$ cat config.mk
export PLATFORM = sky130hd
export DESIGN_NAME = basereg_keyed_unit
export DESIGN_NICKNAME = d
export VERILOG_FILES = /design/src/rtl/basereg_pkg.sv /design/src/rtl/basereg_rst_sync.sv /design/src/rtl/basereg_strap_capture.sv /design/src/rtl/basereg_decode.sv /design/src/rtl/basereg_unlock.sv /design/src/rtl/basereg_store.sv /design/src/rtl/basereg_keyed_unit.sv
export SDC_FILE = /design/constraint.sdc
export NUM_CORES = 1
export LEC_CHECK = 0
export CORE_MARGIN = 8
export CORE_UTILIZATION = 61
export DETAILED_ROUTE_END_ITERATION = 10
export DONT_BUFFER_PORTS = 1
export HOLD_SLACK_MARGIN = 0.03
export PLACE_DENSITY = 0.77
export SLEW_MARGIN = 5
export SYNTH_ARGS = -nofsm -noshare
export SYNTH_HDL_FRONTEND = slang
export SYNTH_HIERARCHICAL = 1
export SYNTH_SLANG_ARGS = --single-unit
$ cat constraint.sdc
create_clock -name clk -period 2.29 [get_ports clk]
set_input_delay 0.687 -clock clk [delete_from_list [all_inputs] [get_ports clk]]
set_output_delay 0.687 -clock clk [all_outputs]
set_load 0.01 [all_outputs]
$ cat src/rtl/basereg_pkg.sv
package basereg_pkg;

  typedef enum logic {
    MAP_HOME  = 1'b0,
    MAP_RELOC = 1'b1
  } map_mode_e;

  localparam int unsigned DEF_ADDR_W = 32;
  localparam int unsigned DEF_DATA_W = 32;
  localparam int unsigned DEF_FC_W   = 3;
  localparam int unsigned DEF_MODE_W = 3;

  // Relocation happens only for the slave mode whose global chip select is off.
  function automatic map_mode_e pick_map(input logic mode_match, input logic cs_en);
    return (mode_match && !cs_en) ? MAP_RELOC : MAP_HOME;
  endfunction

endpackage

$ cat src/rtl/basereg_rst_sync.sv
module basereg_rst_sync #(
  parameter int unsigned STAGES = 2
) (
  input  logic clk,
  input  logic rst_n,
  output logic rst_sync_n
);

  logic [STAGES-1:0] sync_q;
  logic [STAGES-1:0] sync_d;

  always_comb begin
    sync_d = {sync_q[STAGES-2:0], 1'b1};
  end

  always_ff @(posedge clk or negedge rst_n) begin
    if (!rst_n) begin
      sync_q <= '0;
    end else begin
      sync_q <= sync_d;
    end
  end

  assign rst_sync_n = sync_q[STAGES-1];

endmodule

$ cat src/rtl/basereg_strap_capture.sv
module basereg_strap_capture #(
  parameter int unsigned      MODE_W     = basereg_pkg::DEF_MODE_W,
  parameter logic [MODE_W-1:0] RELOC_CODE = 3'b110
) (
  input  logic                   clk,
  input  logic                   rst_n,
  input  logic [MODE_W-1:0]      mode_strap,
  input  logic                   cs_en_strap,
  output basereg_pkg::map_mode_e map_mode,
  output logic                   straps_ready
);
  import basereg_pkg::*;

  map_mode_e mode_q, mode_d;
  logic      ready_q, ready_d;
  logic      cap_en;

  always_comb begin
    cap_en  = !ready_q;
    mode_d  = mode_q;
    ready_d = ready_q;
    if (cap_en) begin
      mode_d  = pick_map(mode_strap == RELOC_CODE, cs_en_strap);
      ready_d = 1'b1;
    end
  end

  always_ff @(posedge clk or negedge rst_n) begin
    if (!rst_n) begin
      mode_q  <= MAP_HOME;
      ready_q <= 1'b0;
    end else begin
      mode_q  <= mode_d;
      ready_q <= ready_d;
    end
  end

  assign map_mode     = mode_q;
  assign straps_ready = ready_q;

  AST_STRAP_HOLD: assert property (@(posedge clk) disable iff (!rst_n)
    ready_q |=> (ready_q && $stable(mode_q))) else $error("strap map moved");

endmodule

$ cat src/rtl/basereg_decode.sv
module basereg_decode #(
  parameter int unsigned       ADDR_W     = basereg_pkg::DEF_ADDR_W,
  parameter int unsigned       FC_W       = basereg_pkg::DEF_FC_W,
  parameter logic [ADDR_W-1:0] HOME_ADDR  = 32'h0003_FF00,
  parameter logic [ADDR_W-1:0] RELOC_ADDR = 32'h0003_FF04,
  parameter logic [ADDR_W-1:0] KEY_ADDR   = 32'h0003_FF08,
  parameter logic [FC_W-1:0]   CPU_FC     = 3'b111
) (
  input  logic                   strobe,
  input  logic                   we,
  input  logic [FC_W-1:0]        fc,
  input  logic [ADDR_W-1:0]      addr,
  input  basereg_pkg::map_mode_e map_mode,
  input  logic                   straps_ready,
  output logic                   base_hit,
  output logic                   key_hit
);
  import basereg_pkg::*;

  logic              space_ok;
  logic [ADDR_W-1:0] base_sel;

  always_comb begin
    space_ok = strobe && straps_ready && (fc == CPU_FC);
    base_sel = (map_mode == MAP_RELOC) ? RELOC_ADDR : HOME_ADDR;
    base_hit = space_ok && (addr == base_sel);
    key_hit  = space_ok && we && (map_mode == MAP_RELOC) && (addr == KEY_ADDR);
  end

endmodule

$ cat src/rtl/basereg_unlock.sv
module basereg_unlock (
  input  logic                   clk,
  input  logic                   rst_n,
  input  basereg_pkg::map_mode_e map_mode,
  input  logic                   key_hit,
  input  logic                   key_bit,
  input  logic                   sel_en_pin,
  output logic                   access_ok
);
  import basereg_pkg::*;

  logic unlock_q, unlock_d;

  always_comb begin
    unlock_d = unlock_q;
    if (key_hit) begin
      if (!key_bit) begin
        unlock_d = 1'b0;
      end else if (sel_en_pin) begin
        unlock_d = 1'b1;
      end
    end
  end

  always_ff @(posedge clk or negedge rst_n) begin
    if (!rst_n) begin
      unlock_q <= 1'b0;
    end else begin
      unlock_q <= unlock_d;
    end
  end

  assign access_ok = (map_mode == MAP_HOME) || unlock_q;

  AST_UNLOCK_NEEDS_PIN: assert property (@(posedge clk) disable iff (!rst_n)
    $rose(unlock_q) |-> ($past(key_hit) && $past(key_bit) && $past(sel_en_pin)))
    else $error("unlock without pin");

  AST_KEY_CLEAR: assert property (@(posedge clk) disable iff (!rst_n)
    (key_hit && !key_bit) |=> !unlock_q) else $error("relock failed");

endmodule

$ cat src/rtl/basereg_store.sv
module basereg_store #(
  parameter int unsigned DATA_W = basereg_pkg::DEF_DATA_W
) (
  input  logic              clk,
  input  logic              rst_n,
  input  logic              base_hit,
  input  logic              key_hit,
  input  logic              we,
  input  logic              access_ok,
  input  logic [DATA_W-1:0] wdata,
  output logic [DATA_W-1:0] base_q,
  output logic [DATA_W-1:0] rdata_q,
  output logic              ack_q
);

  logic              wr_en, rd_en;
  logic [DATA_W-1:0] base_d, rdata_d;
  logic              ack_d;

  always_comb begin
    wr_en   = base_hit && we && access_ok;
    rd_en   = base_hit && !we && access_ok;
    base_d  = wr_en ? wdata : base_q;
    rdata_d = rd_en ? base_q : '0;
    ack_d   = (base_hit && access_ok) || key_hit;
  end

  always_ff @(posedge clk or negedge rst_n) begin
    if (!rst_n) begin
      base_q  <= '0;
      rdata_q <= '0;
      ack_q   <= 1'b0;
    end else begin
      base_q  <= base_d;
      rdata_q <= rdata_d;
      ack_q   <= ack_d;
    end
  end

  AST_LOCKED_HOLD: assert property (@(posedge clk) disable iff (!rst_n)
    (!access_ok) |=> $stable(base_q)) else $error("locked register changed");

  AST_ACK_AFTER_HIT: assert property (@(posedge clk) disable iff (!rst_n)
    ack_q |-> $past(base_hit || key_hit)) else $error("ack without decode");

endmodule

$ cat src/rtl/basereg_keyed_unit.sv
module basereg_keyed_unit #(
  parameter int unsigned       ADDR_W     = basereg_pkg::DEF_ADDR_W,
  parameter int unsigned       DATA_W     = basereg_pkg::DEF_DATA_W,
  parameter int unsigned       FC_W       = basereg_pkg::DEF_FC_W,
  parameter int unsigned       MODE_W     = basereg_pkg::DEF_MODE_W,
  parameter logic [MODE_W-1:0] RELOC_CODE = 3'b110,
  parameter logic [FC_W-1:0]   CPU_FC     = 3'b111,
  parameter logic [ADDR_W-1:0] HOME_ADDR  = 32'h0003_FF00,
  parameter logic [ADDR_W-1:0] RELOC_ADDR = 32'h0003_FF04,
  parameter logic [ADDR_W-1:0] KEY_ADDR   = 32'h0003_FF08
) (
  input  logic              clk,
  input  logic              rst_n,
  input  logic [MODE_W-1:0] mode_strap,
  input  logic              cs_en_strap,
  input  logic              sel_en_pin,
  input  logic              bus_strobe,
  input  logic              bus_we,
  input  logic [FC_W-1:0]   bus_fc,
  input  logic [ADDR_W-1:0] bus_addr,
  input  logic [DATA_W-1:0] bus_wdata,
  output logic [DATA_W-1:0] bus_rdata,
  output logic              bus_ack,
  output logic [DATA_W-1:0] base_value,
  output logic              base_valid
);
  import basereg_pkg::*;

  localparam int unsigned KEY_BIT = DATA_W - 1;

  logic      rst_core_n;
  map_mode_e map_mode;
  logic      straps_ready;
  logic      base_hit, key_hit;
  logic      access_ok;
  logic [DATA_W-1:0] base_q;

  basereg_rst_sync #(.STAGES(2)) u_rst (
    .clk        (clk),
    .rst_n      (rst_n),
    .rst_sync_n (rst_core_n)
  );

  basereg_strap_capture #(.MODE_W(MODE_W), .RELOC_CODE(RELOC_CODE)) u_strap (
    .clk          (clk),
    .rst_n        (rst_core_n),
    .mode_strap   (mode_strap),
    .cs_en_strap  (cs_en_strap),
    .map_mode     (map_mode),
    .straps_ready (straps_ready)
  );

  basereg_decode #(
    .ADDR_W(ADDR_W), .FC_W(FC_W), .HOME_ADDR(HOME_ADDR),
    .RELOC_ADDR(RELOC_ADDR), .KEY_ADDR(KEY_ADDR), .CPU_FC(CPU_FC)
  ) u_dec (
    .strobe       (bus_strobe),
    .we           (bus_we),
    .fc           (bus_fc),
    .addr         (bus_addr),
    .map_mode     (map_mode),
    .straps_ready (straps_ready),
    .base_hit     (base_hit),
    .key_hit      (key_hit)
  );

  basereg_unlock u_unlock (
    .clk        (clk),
    .rst_n      (rst_core_n),
    .map_mode   (map_mode),
    .key_hit    (key_hit),
    .key_bit    (bus_wdata[KEY_BIT]),
    .sel_en_pin (sel_en_pin),
    .access_ok  (access_ok)
  );

  basereg_store #(.DATA_W(DATA_W)) u_store (
    .clk       (clk),
    .rst_n     (rst_core_n),
    .base_hit  (base_hit),
    .key_hit   (key_hit),
    .we        (bus_we),
    .access_ok (access_ok),
    .wdata     (bus_wdata),
    .base_q    (base_q),
    .rdata_q   (bus_rdata),
    .ack_q     (bus_ack)
  );

  assign base_value = base_q;
  assign base_valid = base_q[0];

  AST_FC_QUALIFIED: assert property (@(posedge clk) disable iff (!rst_core_n)
    bus_ack |-> ($past(bus_fc) == CPU_FC)) else $error("ack on wrong fc");

  AST_RELOC_NO_HOME: assert property (@(posedge clk) disable iff (!rst_core_n)
    (bus_ack && (map_mode == MAP_RELOC)) |-> ($past(bus_addr) != HOME_ADDR))
    else $error("relocated unit answered home address");

  AST_HOME_NO_KEY: assert property (@(posedge clk) disable iff (!rst_core_n)
    (bus_ack && (map_mode == MAP_HOME)) |-> ($past(bus_addr) != KEY_ADDR))
    else $error("home unit answered key address");

endmodule

=== Word-level counts from Yosys, hierarchy flattened ===
Cells that the tools add are included.

* Flip-flop bits (word level): 70

* Equality and inequality tests: 5
* Muxes and demuxes: 5
* Bitwise logic cells: 1
* Reduce and logical (&&, ||, !) cells: 17

{| class="wikitable"
|+ Operator list
! operator !! number
|-
| $eq A32 B18 Y1 const B || 1
|-
| $eq A32 B32 Y1 || 1
|-
| $mux W32 || 1
|-
| $logic_and A1 B1 Y1 || 12
|-
| $eq A3 B3 Y1 const B || 2
|-
| $mux W1 || 3
|-
| $mux W3 || 1
|-
| $logic_not A1 Y1 || 2
|-
| $logic_or A1 B1 Y1 || 2
|-
| $ne A2 B2 Y1 const B || 1
|-
| $reduce_and A2 Y1 || 1
|-
| $not A1 Y1 || 1
|}

=== Depth between registers and ports, before layout ===
* Word-level depth: 6
* Depth in mapped cells: 6
* Gate-level depth less buffers: 5

=== Cells and area by module ===
Netlist, hierarchy kept.

{| class="wikitable"
|+ Modules (own cells, without submodules)
! module !! instances !! cells an instance !! area each (µm²) !! sequential area each (µm²)
|-
| basereg_store || 1 || 138 || 2382.3 || 1626.6
|-
| basereg_decode || 1 || 16 || 146.4 || 0.0
|-
| basereg_strap_capture || 1 || 5 || 77.6 || 50.0
|-
| basereg_rst_sync || 1 || 3 || 53.8 || 50.0
|-
| basereg_unlock || 1 || 5 || 45.0 || 25.0
|-
| basereg_keyed_unit || 1 || 1 || 7.5 || 0.0
|}

=== Least setup slack after synthesis ===
OpenSTA, ideal clock, no wires.

* Path type: input port to flip-flop
* Start: in bus_addr[1]
* End: reg u_store.base_q[10]
* Library setup time: 0.125 ns
* Arrival time: 2.806 ns
* Data required time: 2.165 ns
* Path slack: -0.641 ns
* Cell stages on the path: 6
* Path buffers: 1
* Cell sequence: or4_1 -> or4_4 -> nor4b_2 -> nand3_4 -> buf_6 -> mux2_4

* Longest elaborated chain between the ends: 4

{| class="wikitable"
|+ Ends and longest elaborated chain
! what !! RTL line !! RTL
|-
| start: declaration || basereg_keyed_unit.sv:20 || <nowiki>input logic [ADDR_W-1:0] bus_addr,</nowiki>
|-
| $eq A32 B32 Y1 || basereg_decode.sv:26 || <nowiki>base_hit = space_ok && (addr == base_sel);</nowiki>
|-
| $logic_and A1 B1 Y1 || basereg_decode.sv:26 ||
|-
| via base_hit || basereg_keyed_unit.sv:34 || <nowiki>logic base_hit, key_hit;</nowiki>
|-
| $logic_and A1 B1 Y1 (2 in series) || basereg_store.sv:21 || <nowiki>wr_en = base_hit && we && access_ok;</nowiki>
|-
| end signal: assignment || basereg_store.sv:34 || <nowiki>base_q <= base_d;</nowiki>
|-
| end: declaration || basereg_store.sv:11 || <nowiki>output logic [DATA_W-1:0] base_q,</nowiki>
|}

The timed path passes the listed nets, and every way through them passes these cells.
A chain may end at the register's enable or synchronous reset.

=== Final worst setup path ===
* Start: in bus_addr[1]
* End: reg u_store.base_q[4]

Same word-level chain as after synthesis.

==> run summary <==
CP Launch Type: primary input
CP arrival: 2.58 ns
Period minus WS final: 2.378 ns
Syn-to-layout area delta: 14.02%
Rows: 24
RSZ-0062 raised after global routing: true
Share of layout cells above drive strength 1: 37.77%
Worst clock skew: 0.01140 ns
Synth area leader: dfrtp_1
R2r setup slk: 0.15 ns
Final setup margin: -0.08781 ns
# Max-Cap Violations: 0
Wire per inst: 24.63 um
DP Wirelength: 4523 um
Synth Flop Type: dfrtp_1
Worst slew margin: 56.73%
Post-synth top area share: 64.58%
CTS buffer count: 9
Post-synth EDFFs: 0
Mean Syn Cell Area: 16.15 sq um
Non-filler cells, final: 240
Worst EP required: 2.49 ns
Crit share post-route: 103.8%
Vias: 1375
Clk sinks: 70
Critical-path cell list: or4_4, or4_4, nor4b_4, nand3_4, buf_12, mux2_4
Warnings, synthesis: 6
Clock latency on the worst-skew pair: 0.33 ns
Seq cells post-synth: 70
Most common cell in the netlist: dfrtp_1
Register area share after synthesis: 64.58%
Port Buffer Count: 0
Final #Nets: 259
Reg2Reg Depth: 6
RR Endpoint: u_store/base_q[4]$_DFFE_PN0P_
Crit Path Category: primary input to flip-flop
Slowest cell on the critical path: or4_4
First-pass GRT wire length: 8721 um
Syn Nets: 244
CP Capture Type: flip-flop
VDD IR max: 0.4425 mV
Final Power: 2280 uW
Reg-to-Reg Start: u_strap/straps_ready$_DFF_PN0_
Hold Worst Slack: 0.2975 ns
Post-route ant nets: 0
Post-synthesis cell area: 0.002713 sq mm
Worst-path clk slew: 0.07 ns
Initial detailed-routing violation count: 46
Asr flop ratio synth: 100.0%
Total Routed Length: 5911 um
CTS root buf: clkbuf_8
Placed Cells: 220
Crit path max fanout: 17
I/O Pins: 142
Pwr Density: 737.1 mW/mm^2
Distinct cell type count after synthesis: 28
Initial core utilization: 62.73%
Slew @ Worst Pin: 0.6491 ns
Slew Viols, Final: 0
Top cells by count, synth: dfrtp_1 (70), and2_1 (31), mux2_4 (30)
Synth Instances: 168
CTS tree: built
DR vias/cell: 5.729
Pre-Repair DR Iteration Count: 4
Min-delay worst type: flip-flop to async pin
Core Box Area: 0.004324 sq mm
H-tree depth: 3
# setup viols final: 63
Top post-synthesis cells by area: dfrtp_1 (65%), mux2_4 (17%), and2_1 (7.1%), buf_6 (1.2%), nor4b_2 (1.1%)
Die width: 82.69 um
Ant diodes: 0
Final Util: 71.53%
Sum Neg Setup Slack: -3.866 ns
Number of global-route vias before repair: 1572
CP max stage delay: 0.50 ns
CTS max path bufs: 2
Initial antenna violation count: 0
Final Hold Viols: 0
Die H: 82.69 um
Lkg Pwr: 0.001636 uW
Total gr overflow: 0
Tot GR Track Use: 17.39%
Violated checks: setup timing
Drt drc: 0
Top cell by count, worst path: or4_4
Fmax: 0.4206 GHz
RePlAce Congestion: 0.7310
Die ar.: 0.006837 sq mm
Largest net degree at the start of global routing: 40
Outcome: finished, violations left
==> logic make-up after synthesis <==
family | Yosys count | synth area share [%]
XOR/XNOR | 1 | 0.3229
AO/OA/AOI/OAI | 4 | 0.9688
AND/OR/NAND/NOR | 51 | 14.35
flip-flops | 70 | 64.58
multiplexers | 32 | 17.44
other | 2 | 0.2769
buffers and inverters | 8 | 2.075
==> power breakdown <==
part | switching [uW] | internal, uW | total [uW] | leakage (uW)
clock network | 437 | 560 | 997 | 0.0000976
registers | 11.6 | 1240 | 1250 | 0.000970
logic | 17.7 | 14.4 | 32.1 | 0.000568
==> repair_timing <==
item / CTS / global route
setup buffers: 1 / 1
resized for setup: 4 / 6
cloned: 0 / 1
hold buffers: 0 / 1
endpoints found under the hold margin: 0 / 2
setup endpoints to repair: 63 / 64
==> metal layers <==
| layer | GRT usage [%] | vias up | part of all wire [%] |
|---|---|---|---|
| met5 | 0 | - | 0 |
| met4 | 7.241 | 0 | 0.71 |
| met3 | 8.009 | 4 | 11 |
| met2 | 29.45 | 89 | 52 |
| met1 | 18.28 | 681 | 36 |
| li1 | - | 601 | - |
==> worst max-delay path by stage <==
stage / startpoint / to / slack [ns] / depth (start not counted)
detailed placement: bus_addr[1] / u_store/rdata_q[23]$_DFF_PN0_ / -0.44 / 7
global placement: bus_addr[1] / u_store/rdata_q[10]$_DFF_PN0_ / -0.42 / 7
floorplan: bus_addr[1] / u_store/base_q[10]$_DFFE_PN0P_ / -0.42 / 6
finish: bus_addr[1] / u_store/base_q[4]$_DFFE_PN0P_ / -0.09 / 6
CTS: bus_addr[1] / u_store/base_q[28]$_DFFE_PN0P_ / -0.08 / 6
global route: bus_addr[1] / u_store/rdata_q[24]$_DFF_PN0_ / -0.14 / 7
==> metrics by stage <==
stage | setup WS (ns) | cell area, sq um
finish | -0.08781 | 3093
CTS | -0.07594 | 3054
detailed placement | -0.4394 | 2825
global placement | -0.4193 | 2825
global route | -0.1358 | 3093
floorplan | -0.4243 | 2736
==> flip-flops by register name (all words and copies together) (netlist names) <==
signal / flops
u_strap/straps_ready: 1
u_store/rdata_q: 32
u_rst/sync_q: 2
u_store/base_q: 32
u_unlock/unlock_q: 1
u_store/ack_q: 1
u_strap/map_mode: 1
==> layout by cell type (no fill, tap or decap), types with 2 or more instances in the layout <==
| master | count |
|---|---|
| a21oi_1 | 2 |
| and2_1 | 27 |
| and2_4 | 4 |
| buf_12 | 3 |
| buf_4 | 5 |
| clkbuf_8 | 11 |
| clkinvlp_4 | 3 |
| conb_1 | 2 |
| dfrtp_1 | 69 |
| mux2_2 | 2 |
| mux2_4 | 30 |
| nand4_1 | 2 |
| nand4b_1 | 2 |
| nor4_1 | 3 |
| or4_4 | 2 |
==> critical path, delay by kind of cell <==
| kind | cells | cell delay, ns |
|---|---|---|
| multiplexers | 1 | 0.31 |
| AND/OR/NAND/NOR | 4 | 1.40 |
| buffers and inverters | 1 | 0.19 |
==> cell type report <==
cell class	instances	area (sq um)
repair buffers	11	133.9
multi-input cells	90	928.4
well taps	52	65.06
fillers	299	1231
clock buffers	11	151.4
inverters	1	3.754
flip-flops and latches	70	1753
clock inverters	5	57.56
(Power assumes the default switching activity.)
